<file path="src/rtl/mcb_pkg.sv">
package mcb_pkg;
   localparam int SIZE_FW = 3;

   typedef struct packed {
      logic               lock;
      logic               invert;
      logic [SIZE_FW-1:0] size_log2;
   } mode_t;
endpackage

</file>
<file path="src/rtl/mcb_decode.sv">
module mcb_decode #(
   parameter int          BANK_W    = 6,
   parameter logic [15:0] WIN_BASE  = 16'h6000,
   parameter logic [15:0] CTRL_ADDR = 16'h5FFE
) (
   input  logic [15:0]       addr,
   input  logic              wr,
   input  logic              rd,
   output logic              win_rd,
   output logic              page_wr,
   output logic              ctrl_wr,
   output logic [BANK_W-1:0] page_idx
);
   localparam int WIN_BITS = 13;

   initial begin
      if (WIN_BASE[WIN_BITS-1:0] != '0)
         $error("window base must be 8 KB aligned");
      if (CTRL_ADDR[15:WIN_BITS] == WIN_BASE[15:WIN_BITS])
         $error("control address must lie outside the window");
      if (BANK_W < 1 || BANK_W > WIN_BITS - 1)
         $error("BANK_W out of range");
   end

   logic in_win;

   always_comb begin
      in_win   = (addr[15:WIN_BITS] == WIN_BASE[15:WIN_BITS]);
      win_rd   = in_win && rd;
      page_wr  = in_win && wr;
      ctrl_wr  = wr && (addr[15:1] == CTRL_ADDR[15:1]);
      page_idx = addr[BANK_W:1];
   end
endmodule

</file>
<file path="src/rtl/mcb_ctrl.sv">
module mcb_ctrl
   import mcb_pkg::*;
#(
   parameter int          BANK_W     = 6,
   parameter logic        RST_INVERT = 1'b0,
   parameter int          RST_SIZE   = 6
) (
   input  logic              clk,
   input  logic              rst_n,
   input  logic              ctrl_wr,
   input  logic [15:0]       wdata,
   output logic [BANK_W-1:0] base_q,
   output mode_t             mode_q
);
   localparam int LOCK_BIT = 15;
   localparam int INV_BIT  = 9;
   localparam int SIZE_LSB = 6;

   initial begin
      if (RST_SIZE < 0 || RST_SIZE > BANK_W)
         $error("RST_SIZE out of range");
      if (BANK_W > SIZE_LSB)
         $error("base field is limited to 6 bits");
   end

   always_ff @(posedge clk) begin
      if (!rst_n) begin
         base_q           <= '0;
         mode_q.lock      <= 1'b0;
         mode_q.invert    <= RST_INVERT;
         mode_q.size_log2 <= SIZE_FW'(RST_SIZE);
      end else if (ctrl_wr && !mode_q.lock) begin
         base_q           <= wdata[BANK_W-1:0];
         mode_q.lock      <= wdata[LOCK_BIT];
         mode_q.invert    <= wdata[INV_BIT];
         mode_q.size_log2 <= wdata[SIZE_LSB +: SIZE_FW];
      end
   end

   // once locked, the control word stays put until reset
   a_r8_lock_holds: assert property (@(posedge clk) disable iff (!rst_n)
      mode_q.lock |=> mode_q.lock && $stable(base_q) && $stable(mode_q));
endmodule

</file>
<file path="src/rtl/mcb_latch.sv">
module mcb_latch #(
   parameter int   BANK_W   = 6,
   parameter logic RST_FILL = 1'b0
) (
   input  logic              clk,
   input  logic              rst_n,
   input  logic              page_wr,
   input  logic [BANK_W-1:0] page_idx,
   output logic [BANK_W-1:0] idx_q
);
   logic [BANK_W-1:0] rst_val;

   generate
      if (RST_FILL) begin : g_rst_ones
         assign rst_val = '1;
      end else begin : g_rst_zero
         assign rst_val = '0;
      end
   endgenerate

   always_ff @(posedge clk) begin
      if (!rst_n)       idx_q <= rst_val;
      else if (page_wr) idx_q <= page_idx;
   end

   // without a window write the index does not move
   a_r6_idx_hold: assert property (@(posedge clk) disable iff (!rst_n)
      !page_wr |=> $stable(idx_q));
   // a window write captures the page index
   a_r2_capture: assert property (@(posedge clk) disable iff (!rst_n)
      page_wr |=> idx_q == $past(page_idx));
endmodule

</file>
<file path="src/rtl/mcb_map.sv">
module mcb_map
   import mcb_pkg::*;
#(
   parameter int BANK_W = 6
) (
   input  logic              clk,
   input  logic              rst_n,
   input  logic [BANK_W-1:0] idx_q,
   input  logic [BANK_W-1:0] base_q,
   input  mode_t             mode_q,
   output logic [BANK_W-1:0] phys
);
   logic [SIZE_FW-1:0] size_eff;
   logic [BANK_W-1:0]  mask;
   logic [BANK_W-1:0]  rel;

   always_comb begin
      if (int'(mode_q.size_log2) > BANK_W) size_eff = SIZE_FW'(BANK_W);
      else                                 size_eff = mode_q.size_log2;
      mask = ~({BANK_W{1'b1}} << size_eff);
      // inverted order: N-1-n equals mask XOR n for N a power of two
      rel  = mode_q.invert ? (mask ^ (idx_q & mask)) : (idx_q & mask);
      phys = base_q + rel;
   end

   // the relative page never leaves the game's size
   a_r4_rel_in_game: assert property (@(posedge clk) disable iff (!rst_n)
      (rel & ~mask) == '0);
   // with a zero base the physical page is the relative page
   a_r5_base_zero: assert property (@(posedge clk) disable iff (!rst_n)
      (base_q == '0) |-> (phys == rel));
endmodule

</file>
<file path="src/rtl/mcart_bank_ctrl.sv">
module mcart_bank_ctrl
   import mcb_pkg::*;
#(
   parameter int          BANK_W     = 6,
   parameter logic [15:0] WIN_BASE   = 16'h6000,
   parameter logic [15:0] CTRL_ADDR  = 16'h5FFE,
   parameter logic        RST_INVERT = 1'b0,
   parameter int          RST_SIZE   = 6,
   parameter logic        RST_LAST   = 1'b0
) (
   input  logic              clk,
   input  logic              rst_n,
   input  logic [15:0]       cpu_addr,
   input  logic [15:0]       cpu_wdata,
   input  logic              cpu_wr,
   input  logic              cpu_rd,
   output logic [BANK_W-1:0] rom_bank,
   output logic              rom_ce
);
   // an all-ones index is the last page in normal order, the first in inverted
   localparam logic RST_FILL = RST_LAST ^ RST_INVERT;

   logic              page_wr, ctrl_wr, win_rd;
   logic [BANK_W-1:0] page_idx, idx_q, base_q;
   mode_t             mode_q;

   mcb_decode #(.BANK_W(BANK_W), .WIN_BASE(WIN_BASE), .CTRL_ADDR(CTRL_ADDR)) u_dec (
      .addr(cpu_addr), .wr(cpu_wr), .rd(cpu_rd),
      .win_rd(win_rd), .page_wr(page_wr), .ctrl_wr(ctrl_wr), .page_idx(page_idx)
   );

   mcb_ctrl #(.BANK_W(BANK_W), .RST_INVERT(RST_INVERT), .RST_SIZE(RST_SIZE)) u_ctrl (
      .clk(clk), .rst_n(rst_n), .ctrl_wr(ctrl_wr), .wdata(cpu_wdata),
      .base_q(base_q), .mode_q(mode_q)
   );

   mcb_latch #(.BANK_W(BANK_W), .RST_FILL(RST_FILL)) u_latch (
      .clk(clk), .rst_n(rst_n), .page_wr(page_wr), .page_idx(page_idx), .idx_q(idx_q)
   );

   mcb_map #(.BANK_W(BANK_W)) u_map (
      .clk(clk), .rst_n(rst_n), .idx_q(idx_q), .base_q(base_q), .mode_q(mode_q),
      .phys(rom_bank)
   );

   assign rom_ce = win_rd;

   // a cycle with no write leaves the output page unchanged
   a_r6_read_no_change: assert property (@(posedge clk) disable iff (!rst_n)
      !cpu_wr |=> $stable(rom_bank));
   // the chip-enable is never raised without a read strobe
   a_r1_ce_needs_read: assert property (@(posedge clk) disable iff (!rst_n)
      rom_ce |-> cpu_rd);
endmodule

</file>
<file path="config.mk">
export PLATFORM = sky130hd
export DESIGN_NAME = mcart_bank_ctrl
export DESIGN_NICKNAME = d
export VERILOG_FILES = /design/src/rtl/mcb_pkg.sv /design/src/rtl/mcb_decode.sv /design/src/rtl/mcb_ctrl.sv /design/src/rtl/mcb_latch.sv /design/src/rtl/mcb_map.sv /design/src/rtl/mcart_bank_ctrl.sv
export SDC_FILE = /design/constraint.sdc
export NUM_CORES = 1
export LEC_CHECK = 0
export BUFFER_PORTS_ARGS = -buffer_cell sky130_fd_sc_hd__buf_4
export CAP_MARGIN = 20
export CORE_ASPECT_RATIO = 0.75
export CORE_UTILIZATION = 50
export DETAILED_ROUTE_END_ITERATION = 8
export PLACE_DENSITY = 0.83
export SETUP_SLACK_MARGIN = 0.1
export SKIP_LAST_GASP = 1
export SLEW_MARGIN = 30
export SYNTH_ARGS = -nofsm -noshare
export SYNTH_HDL_FRONTEND = slang
export SYNTH_SLANG_ARGS = --single-unit
</file>
<file path="constraint.sdc">
create_clock -name clk -period 3.05 [get_ports clk]
set_input_delay 0.305 -clock clk [delete_from_list [all_inputs] [get_ports clk]]
set_output_delay 0.305 -clock clk [all_outputs]
set_load 0.05 [all_outputs]
</file>
==> results.py, run 1 <==
metrics = {
    "outcome": {
        "status": "finished, final reports clean",
    },
    "route": {
        "avgRoutedWirePerCell_um": 12.6,
        "viasPerCell": 5.08,
        "drt_iter0_markers": 12,
        "dr.pass1.iters": 4,
        "wl_mm": 2.16,
        "postRouteAntennaNets": 0,
        "drcViolationCount": 0,
        "dr_total_vias": 873,
    },
    "synth": {
        "synth_mux_area_share_pct": 15.7,
        "yosys.area_share.simple_pct": 21.7,
        "synth_top_area_share_pct": 33.4,
        "ys_async_sr_fraction_pct": 0,
        "ys_seq_elements": 17,
        "ys_types": 27,
        "synth-compound-area-share_pct": 7.12,
        "yosys.area.top_type": "dfxtp_1",
        "yosys-top-cells-area": "dfxtp_1 33%, mux2i_1 16%, nand2_1 7.0%",
        "synth_top_family_by_area": "simple AND/OR/NAND/NOR gates",
        "yosysSeqAreaShare_pct": 33.4,
        "synth_area_per_cell_um2": 8.87,
        "synth_common_cells": "19 x nand2_1, 17 x dfxtp_1, 16 x mux2i_1",
        "synth-edff-count": 0,
        "synth_area_um2": 1020,
        "ys_warn_count": 0,
        "synth_adder_area_share_pct": 8.10,
        "synthCells": 115,
        "synth_flop_cell": "dfxtp_1",
        "yosysMostFrequentCell": "nand2_1",
        "synth_nets": 157,
        "synth_xor_area_share_pct": 9.45,
    },
    "worst_setup_path": {
        "arrival_ns": 2.39,
        "worst_ep_required_time_ns": 2.74,
        "criticalPathCategory": "flop to primary output",
        "cp-end-kind": "primary output",
        "start_kind": "flop",
        "reg2reg_depth": 3,
        "path_max_fanout": 7,
        "timing.rr.start": "u_ctrl.mode_q[4]",
        "r2r-end": "u_ctrl.base_q[2]",
        "r2r_slack_ns": 1.61,
    },
    "min_path": {
        "min_path_cells": 3,
        "min_to": "u_ctrl.mode_q[4]",
        "hp-start": "cpu_wdata[15]",
        "hold_path_class": "primary input to flop",
    },
    "sta": {
        "min_period_ns": 2.70,
        "skew_ns": 0.000575,
        "period_share_pct": 88.4,
        "slew_violations": 0,
        "fmax_mhz": 371,
        "worst_pin_slew_ns": 0.394,
        "setup_tns_ns": 0,
        "max_slew_margin_pct": 73.7,
        "hold_violations": 0,
        "finalSetupViolCount": 0,
        "finalWorstSetupSlack_ns": 0.354,
        "rsz0062_at_grt": "false",
    },
    "floorplan": {
        "die_h_um": 41.1,
        "placementRows": 13,
        "start_util_pct": 56.0,
        "die_x_um": 54.1,
        "dieArea_um2": 2230,
        "core_um2": 1820,
        "ios": 43,
    },
    "cts": {
        "insertion_delay_ns": 0.30,
        "cts_made_buffers": 3,
        "path_clk_slew_ns": 0.10,
        "cts_resized": 0,
        "cts_tree": "done",
        "cts.sinks": 17,
        "h-tree-depth": 1,
        "cts-root-buf": "clkbuf_4",
        "clk_path_buf_depth": 2,
        "post_cts_buffers": 0,
        "hold_buffers": 0,
    },
    "global_route": {
        "grt_max_degree": 29,
        "grt-ovfl-total": 0,
        "grt_pass1_vias": 741,
        "grt_first_pass_wirelength_mm": 3.28,
        "antenna_found_initial": 0,
        "gr-usage-all-layers_pct": 22.1,
    },
    "placement": {
        "place_congestion": 0.792,
        "port-buffer-count": 36,
        "post-dp-hpwl_mm": 1.65,
        "dp_slack_ns": 0.729,
        "dpl-instance-area_um2": 1290,
    },
    "finish": {
        "post-route-cell-area_um2": 1320,
        "area_growth_pct": 29.1,
        "drive_above_1_share_pct": 26.7,
        "n_antenna_cell": 0,
        "fin_nets": 193,
    },
    "job": {
        "cap_violations": 0,
    },
    "power_and_ir_drop": {
        "ir_worst_vdd_mv": 0.311,
        "powerDensity_nw_per_um2": 313,
        "p_leak_uw": 0.000714,
    },
}
where the power goes:
| part | switching (uW) | total (uW) | internal, uW |
|---|---|---|---|
| Combinational | 26.8 | 62.9 | 36.1 |
| Sequential | 1.18 | 225 | 224 |
| Clock | 73.8 | 125 | 51.0 |
final cells by class:
type,instances,area (um^2)
multi-input combinational,88,633
fill,146,505
sequential,17,340
timing repair buffer,36,270
tap,22,27.5
clock buffer,4,26.3
inverter,5,18.8
cell usage in the layout, fill, tap and decap left out, drive strengths merged:
cell type / count
and2: 1
xor2: 3
inv: 5
nand4b: 2
o21ai: 3
o21bai: 1
xnor2: 8
a21o: 2
nor2: 3
o21a: 1
a211oi: 1
buf: 36
ha: 5
or4: 1
clkbuf: 4
mux2i: 16
nor3: 1
a21oi: 4
fa: 1
nand2: 19
nor2b: 11
and3: 1
nand3: 3
dfxtp: 17
and4: 1
worst max-delay path by stage:
stage | startpoint | end | slack [ns]
3_3_place_gp | u_ctrl.mode_q[3] | rom_bank[4] | 0.82
6_report | u_ctrl.mode_q[3] | rom_bank[5] | 0.35
4_1_cts | u_ctrl.mode_q[3] | rom_bank[5] | 0.32
2_1_floorplan | u_ctrl.mode_q[3] | rom_bank[4] | 0.44
5_1_grt | u_ctrl.mode_q[3] | rom_bank[5] | 0.14
3_5_place_dp | u_ctrl.mode_q[3] | rom_bank[4] | 0.73
critical path, cell delays in order, from the launching register on:
cell,delay (ns)
dfxtp_1,0.54
xor2_1,0.20
o21a_1,0.17
ha_1,0.24
a211oi_1,0.27
o21bai_1,0.14
a21oi_1,0.18
xnor2_1,0.13
buf_4,0.21
sequential cells by signal (all words and copies together) (netlist names):
register	count
u_ctrl.base_q	6
u_latch.idx_q	6
u_ctrl.mode_q	5
kinds of logic after synthesis:
family                   Yosys count
XOR/XNOR                          11
flip-flops                        17
adder cells (fa/ha/maj)            6
AO/OA/AOI/OAI                     12
AND/OR/NAND/NOR                   43
buffers and inverters             10
multiplexers                      16
metrics by stage:
stage / hold slack [ns] / std cells / util [%] / total power (uW)
after floorplan: 0.420 / 115 / - / 257
after global placement: 0.429 / 168 / 70.8 / 291
after detailed placement: 0.437 / 168 / 70.8 / 293
after CTS: 0.245 / 172 / 72.3 / 414
after global routing: 0.233 / 172 / 72.3 / 433
final: 0.244 / 172 / 72.3 / 412
per-layer routing:
| layer | part of all wire (%) | GRT usage (%) | vias to the layer above | wire (um) |
|---|---|---|---|---|
| met3 | 5.4 | 7.78 | 5 | 116 |
| met2 | 49 | 39.6 | 28 | 1050 |
| met5 | 0 | 0 | - | 0 |
| met1 | 45 | 24.5 | 385 | 963 |
| li1 | - | - | 455 | - |
| met4 | 1.4 | 7.69 | 0 | 30 |
(Power assumes the default switching activity.)
==> inputs of run 2 (changes only) <==
--- a/config.mk
+++ b/config.mk
@@ -6,11 +6,12 @@
 export NUM_CORES = 1
 export LEC_CHECK = 0
 export BUFFER_PORTS_ARGS = -buffer_cell sky130_fd_sc_hd__buf_4
-export CAP_MARGIN = 20
+export CAP_MARGIN = 25
 export CORE_ASPECT_RATIO = 0.75
-export CORE_UTILIZATION = 50
+export CORE_UTILIZATION = 46
 export DETAILED_ROUTE_END_ITERATION = 8
-export PLACE_DENSITY = 0.83
+export GPL_TIMING_DRIVEN = 0
+export PLACE_DENSITY = 0.77
 export SETUP_SLACK_MARGIN = 0.1
 export SKIP_LAST_GASP = 1
 export SLEW_MARGIN = 30
==> constraint.sdc (replaced) <==
create_clock -name clk -period 2.75 [get_ports clk]
set_input_delay 0.275 -clock clk [delete_from_list [all_inputs] [get_ports clk]]
set_output_delay 0.275 -clock clk [all_outputs]
set_load 0.05 [all_outputs]
==> run 2 against run 1 <==
Compared with the run above:
- power grew 10%
- register-to-register slack worse by 0.32 ns
- die area increased by 8.3%
- utilization is 6.3 points lower
- wire length shrank 6.0%
- critical path type unchanged
- flip-flop and latch count did not move
- clock skew grew 0.0014 ns
- non-clock buffer count rose by 4
- cell count grew 3.5%
- critical endpoint is now rom_bank[4]
==> results.py, run 2 (same netlist as run 1, synthesis figures left out) <==
metrics = {
    "cts": {
        "hold_buffers": 0,
        "path_clk_slew_ns": 0.10,
        "cts_tree": "done",
        "cts-root-buf": "clkbuf_4",
        "post_cts_buffers": 0,
        "insertion_delay_ns": 0.29,
        "cts.sinks": 17,
        "h-tree-depth": 1,
        "cts_resized": 0,
        "clk_path_buf_depth": 2,
        "cts_made_buffers": 3,
    },
    "worst_setup_path": {
        "worst_ep_required_time_ns": 2.48,
        "cp-end-kind": "primary output",
        "start_kind": "flop",
        "max_stage_delay_ns": 0.35,
        "arrival_ns": 2.20,
        "path_max_fanout": 7,
        "criticalPathCategory": "flop to primary output",
        "path_cells": "clkbuf_4 > xnor2_1 > nor2_1 > ha_2 > inv_1 > fa_2 > inv_1 > a21o_1 > a21oi_1 > xnor2_1 > buf_4",
        "crit_start": "u_ctrl.mode_q[3]",
        "timing.rr.start": "u_ctrl.mode_q[4]",
        "r2r_slack_ns": 1.29,
        "critPathSlowestCell": "fa_2",
    },
    "route": {
        "dr_wl_met2_um": 944,
        "dr.pass1.iters": 4,
        "avgRoutedWirePerCell_um": 11.4,
        "drt_iter0_markers": 54,
        "postRouteAntennaNets": 0,
        "wl_mm": 2.03,
        "dr_total_vias": 877,
        "wl_met3_um": 143,
        "drt-met1-wl_um": 945,
        "dr.max_layer_used": "met3",
        "drcViolationCount": 0,
        "viasPerCell": 4.93,
    },
    "global_route": {
        "gr-usage-all-layers_pct": 19.4,
        "grt-ovfl-total": 0,
        "grt_max_degree": 11,
        "grt_pass1_vias": 840,
        "grt_first_pass_wirelength_mm": 3.64,
        "antenna_found_initial": 0,
    },
    "power_and_ir_drop": {
        "p_leak_uw": 0.000726,
        "powerDensity_nw_per_um2": 336,
        "ir_worst_vdd_mv": 0.268,
    },
    "finish": {
        "fin_nets": 197,
        "fill_cells": 176,
        "multi_input_area_um2": 643,
        "mostFrequentLayoutCell": "buf_4",
        "ff_latch_area_um2": 340,
        "area_growth_pct": 32.6,
        "reg_top3": "u_ctrl.base_q (6), u_latch.idx_q (6), u_ctrl.mode_q (5)",
        "drive_above_1_share_pct": 29.2,
        "post-route-cell-area_um2": 1350,
        "layout_common_cells": "35 x buf_4, 19 x nand2_1, 17 x dfxtp_1",
        "n_antenna_cell": 0,
    },
    "floorplan": {
        "placementRows": 14,
        "die_x_um": 56.4,
        "ios": 43,
        "die_h_um": 42.8,
        "core_um2": 2050,
        "start_util_pct": 49.8,
        "dieArea_um2": 2410,
    },
    "sta": {
        "setup_tns_ns": 0,
        "hold_violations": 0,
        "min_period_ns": 2.47,
        "skew_ns": 0.00196,
        "finalSetupViolCount": 0,
        "rsz0062_at_grt": "false",
        "slew_violations": 0,
        "fmax_mhz": 404,
        "max_slew_margin_pct": 70.6,
        "period_share_pct": 89.9,
        "finalWorstSetupSlack_ns": 0.277,
        "worst_pin_slew_ns": 0.440,
    },
    "placement": {
        "port-buffer-count": 35,
        "dpl-instance-area_um2": 1310,
        "place_congestion": 0.806,
        "dp_slack_ns": 0.539,
        "post-dp-hpwl_mm": 1.63,
    },
    "outcome": {
        "status": "finished, final reports clean",
    },
    "min_path": {
        "hp-start": "cpu_wdata[4]",
        "hold_path_class": "primary input to flop",
    },
    "job": {
        "cap_violations": 0,
    },
}
run 2: per-stage QoR:
step / hold WS [ns] / instances / total power, uW / util [%]
after detailed placement: 0.437 / 174 / 325 / 64.0
final: 0.218 / 178 / 454 / 66.0
after global routing: 0.226 / 178 / 480 / 66.0
after CTS: 0.217 / 178 / 458 / 65.4
after floorplan: 0.408 / 115 / 285 / -
after global placement: 0.433 / 174 / 323 / 64.0
run 2: power breakdown:
part	internal, uW	switching [uW]	total, uW
Sequential	248	1.27	249
Combinational	40.0	29.9	69.9
Clock	54.2	80.9	135
run 2: final cells by class:
| type | count | area share [%] |
|---|---|---|
| Multi-Input combinational cell | 88 | 47.5 |
| Sequential cell | 17 | 25.2 |
| Timing Repair Buffer | 35 | 19.4 |
| Buffer | 5 | 2.22 |
| Tap cell | 24 | 2.22 |
| Clock buffer | 3 | 1.67 |
| Inverter | 5 | 1.39 |
| Clock inverter | 1 | 0.370 |
run 2: final timing paths:
check | depth (start not counted) | endpoint
hold / removal | 3 | u_ctrl.base_q[4]
setup / recovery | 11 | rom_bank[4]
hold reg to reg | 2 | u_ctrl.mode_q[4]
setup reg to reg | 4 | u_ctrl.base_q[2]
run 2: worst max-delay path: cells and delay by family, from the launching register on:
family	cells	cell delay [ns]
flip-flops	1	0.31
XOR/XNOR	2	0.26
AO/OA/AOI/OAI	2	0.17
adder cells (fa/ha/maj)	2	0.55
buffers and inverters	4	0.50
AND/OR/NAND/NOR	1	0.10
run 2: per-layer routing:
layer | global-route usage [%] | vias to the layer above
met3 | 6.40 | 0
met2 | 33.3 | 27
met4 | 2.93 | 0
met1 | 24.2 | 387
met5 | 0 | -
li1 | - | 463
==> inputs of run 3 (changes only) <==
--- a/config.mk
+++ b/config.mk
@@ -5,7 +5,7 @@
 export SDC_FILE = /design/constraint.sdc
 export NUM_CORES = 1
 export LEC_CHECK = 0
-export BUFFER_PORTS_ARGS = -buffer_cell sky130_fd_sc_hd__buf_4
+export BUFFER_PORTS_ARGS = -buffer_cell sky130_fd_sc_hd__buf_2
 export CAP_MARGIN = 25
 export CORE_ASPECT_RATIO = 0.75
 export CORE_UTILIZATION = 46
==> run 3 against run 2 <==
Compared with the run above:
- first-iteration DRC count decreased by 65%
- clock-buffer cell count stayed put
- critical path type unchanged
- largest cell class unchanged
- sequential power is essentially flat
- register-to-register slack gained 0.02 ns
- worst setup slack worse by 0.020 ns
- maximum frequency decreased by 0.80%
==> results.py, run 3 (same netlist as run 1, synthesis figures left out) <==
metrics = {
    "finish": {
        "reg_top3": "u_ctrl.base_q (6), u_latch.idx_q (6), u_ctrl.mode_q (5)",
        "fin_nets": 197,
        "final_util_pct": 62.1,
        "ff_latch_area_um2": 340,
        "fill_cells": 180,
        "area_growth_pct": 24.8,
        "mostFrequentLayoutCell": "buf_2",
        "drive_above_1_share_pct": 29.2,
        "layout_common_cells": "33 x buf_2, 19 x nand2_1, 17 x dfxtp_1",
        "multi_input_area_um2": 643,
        "stdcell_count": 178,
        "n_antenna_cell": 0,
    },
    "cts": {
        "hold_buffers": 0,
        "cts_tree": "done",
        "cts_made_buffers": 3,
        "clk_path_buf_depth": 2,
        "h-tree-depth": 1,
        "cts-root-buf": "clkbuf_4",
        "insertion_delay_ns": 0.30,
        "path_clk_slew_ns": 0.11,
        "cts.sinks": 17,
    },
    "route": {
        "dr.pass1.iters": 2,
        "drt-met1-wl_um": 932,
        "drcViolationCount": 0,
        "wl_mm": 1.92,
        "drt_iter0_markers": 19,
        "dr_wl_met2_um": 874,
        "wl_met3_um": 104,
        "avgRoutedWirePerCell_um": 10.8,
        "dr_total_vias": 853,
        "postRouteAntennaNets": 0,
        "dr.max_layer_used": "met4",
        "viasPerCell": 4.79,
    },
    "floorplan": {
        "start_util_pct": 49.8,
        "die_h_um": 42.8,
        "core_um2": 2050,
        "placementRows": 14,
        "ios": 43,
        "dieArea_um2": 2410,
        "die_x_um": 56.4,
    },
    "outcome": {
        "status": "finished, final reports clean",
    },
    "sta": {
        "hold_violations": 0,
        "whs_ns": 0.191,
        "fmax_mhz": 401,
        "slew_violations": 0,
        "worst_pin_slew_ns": 0.428,
        "finalWorstSetupSlack_ns": 0.257,
        "max_slew_margin_pct": 71.5,
        "finalSetupViolCount": 0,
        "min_period_ns": 2.49,
        "rsz0062_at_grt": "false",
        "period_share_pct": 90.7,
        "skew_ns": 0.00613,
        "setup_tns_ns": 0,
    },
    "worst_setup_path": {
        "start_kind": "flop",
        "worst_ep_required_time_ns": 2.48,
        "arrival_ns": 2.22,
        "cp-end-kind": "primary output",
        "path_max_fanout": 7,
        "criticalPathCategory": "flop to primary output",
    },
    "power_and_ir_drop": {
        "ir_worst_vdd_mv": 0.276,
        "p_leak_uw": 0.000698,
        "powerDensity_nw_per_um2": 355,
    },
    "global_route": {
        "gr-usage-all-layers_pct": 17.8,
        "grt_max_degree": 12,
        "grt_first_pass_wirelength_mm": 3.35,
        "antenna_found_initial": 0,
        "grt_pass1_vias": 785,
        "grt-ovfl-total": 0,
    },
    "placement": {
        "place_congestion": 0.800,
        "dp_cells": 174,
        "post-dp-hpwl_mm": 1.57,
        "dp_slack_ns": 0.499,
        "port-buffer-count": 35,
    },
    "min_path": {
        "hold_path_class": "primary input to flop",
    },
    "job": {
        "cap_violations": 0,
    },
}
## run 3: cell count changes in the layout (fill, tap and decap cells not counted), sizes merged
cell and change:
clkinv -1, clkinvlp +1
## run 3: per-stage QoR
stage	total power [uW]	instance area, um^2
finish	451	1270
global route	478	1270
CTS	456	1250
detailed placement	312	1220
global placement	310	1220
floorplan	285	1020
## run 3: final cells by class
type	count	share of cell area, %
repair buffers	35	14.2
multi-input cells	88	50.5
plain buffers	5	2.36
clock inverters	1	0.590
inverters	5	1.47
clock buffers	3	1.77
well taps	24	2.36
flip-flops and latches	17	26.7
## run 3: worst paths after layout
| check | from | to | slack (ns) | cells past startpoint |
|---|---|---|---|---|
| max | u_ctrl.mode_q[3] | rom_bank[4] | 0.26 | 11 |
| min | cpu_wdata[5] | u_ctrl.base_q[5] | 0.19 | 3 |
| max reg2reg | u_ctrl.mode_q[4] | u_ctrl.base_q[2] | 1.31 | 4 |
| min reg2reg | u_ctrl.mode_q[4] | u_ctrl.mode_q[4] | 0.45 | 2 |
## run 3: critical path, stage by stage, from the launching register on
cell and delay [ns]:
dfxtp_1 0.31, clkbuf_4 0.17, xnor2_1 0.13, nor2_1 0.10
ha_2 0.21, inv_1 0.06, fa_2 0.34, inv_1 0.06
a21o_1 0.10, a21oi_1 0.07, xnor2_1 0.13, buf_4 0.21
## run 3: per-layer routing
metal / up-vias / track usage (%)
met5: - / 0
met4: 0 / 2.93
met3: 2 / 6.71
met2: 21 / 29.0
met1: 363 / 22.9
li1: 467 / -
## run 3: power breakdown
part           internal, uW  switching (uW)  total [uW]
Clock                  55.5            88.7         144
Combinational          28.1            29.7        57.7
Sequential              248            1.25         249
Total                   332             120         451
## run 3: repair_timing
action                                  CTS  global route
setup buffers                             0             0
resized for setup                         0             8
endpoints found under the setup margin    0             2
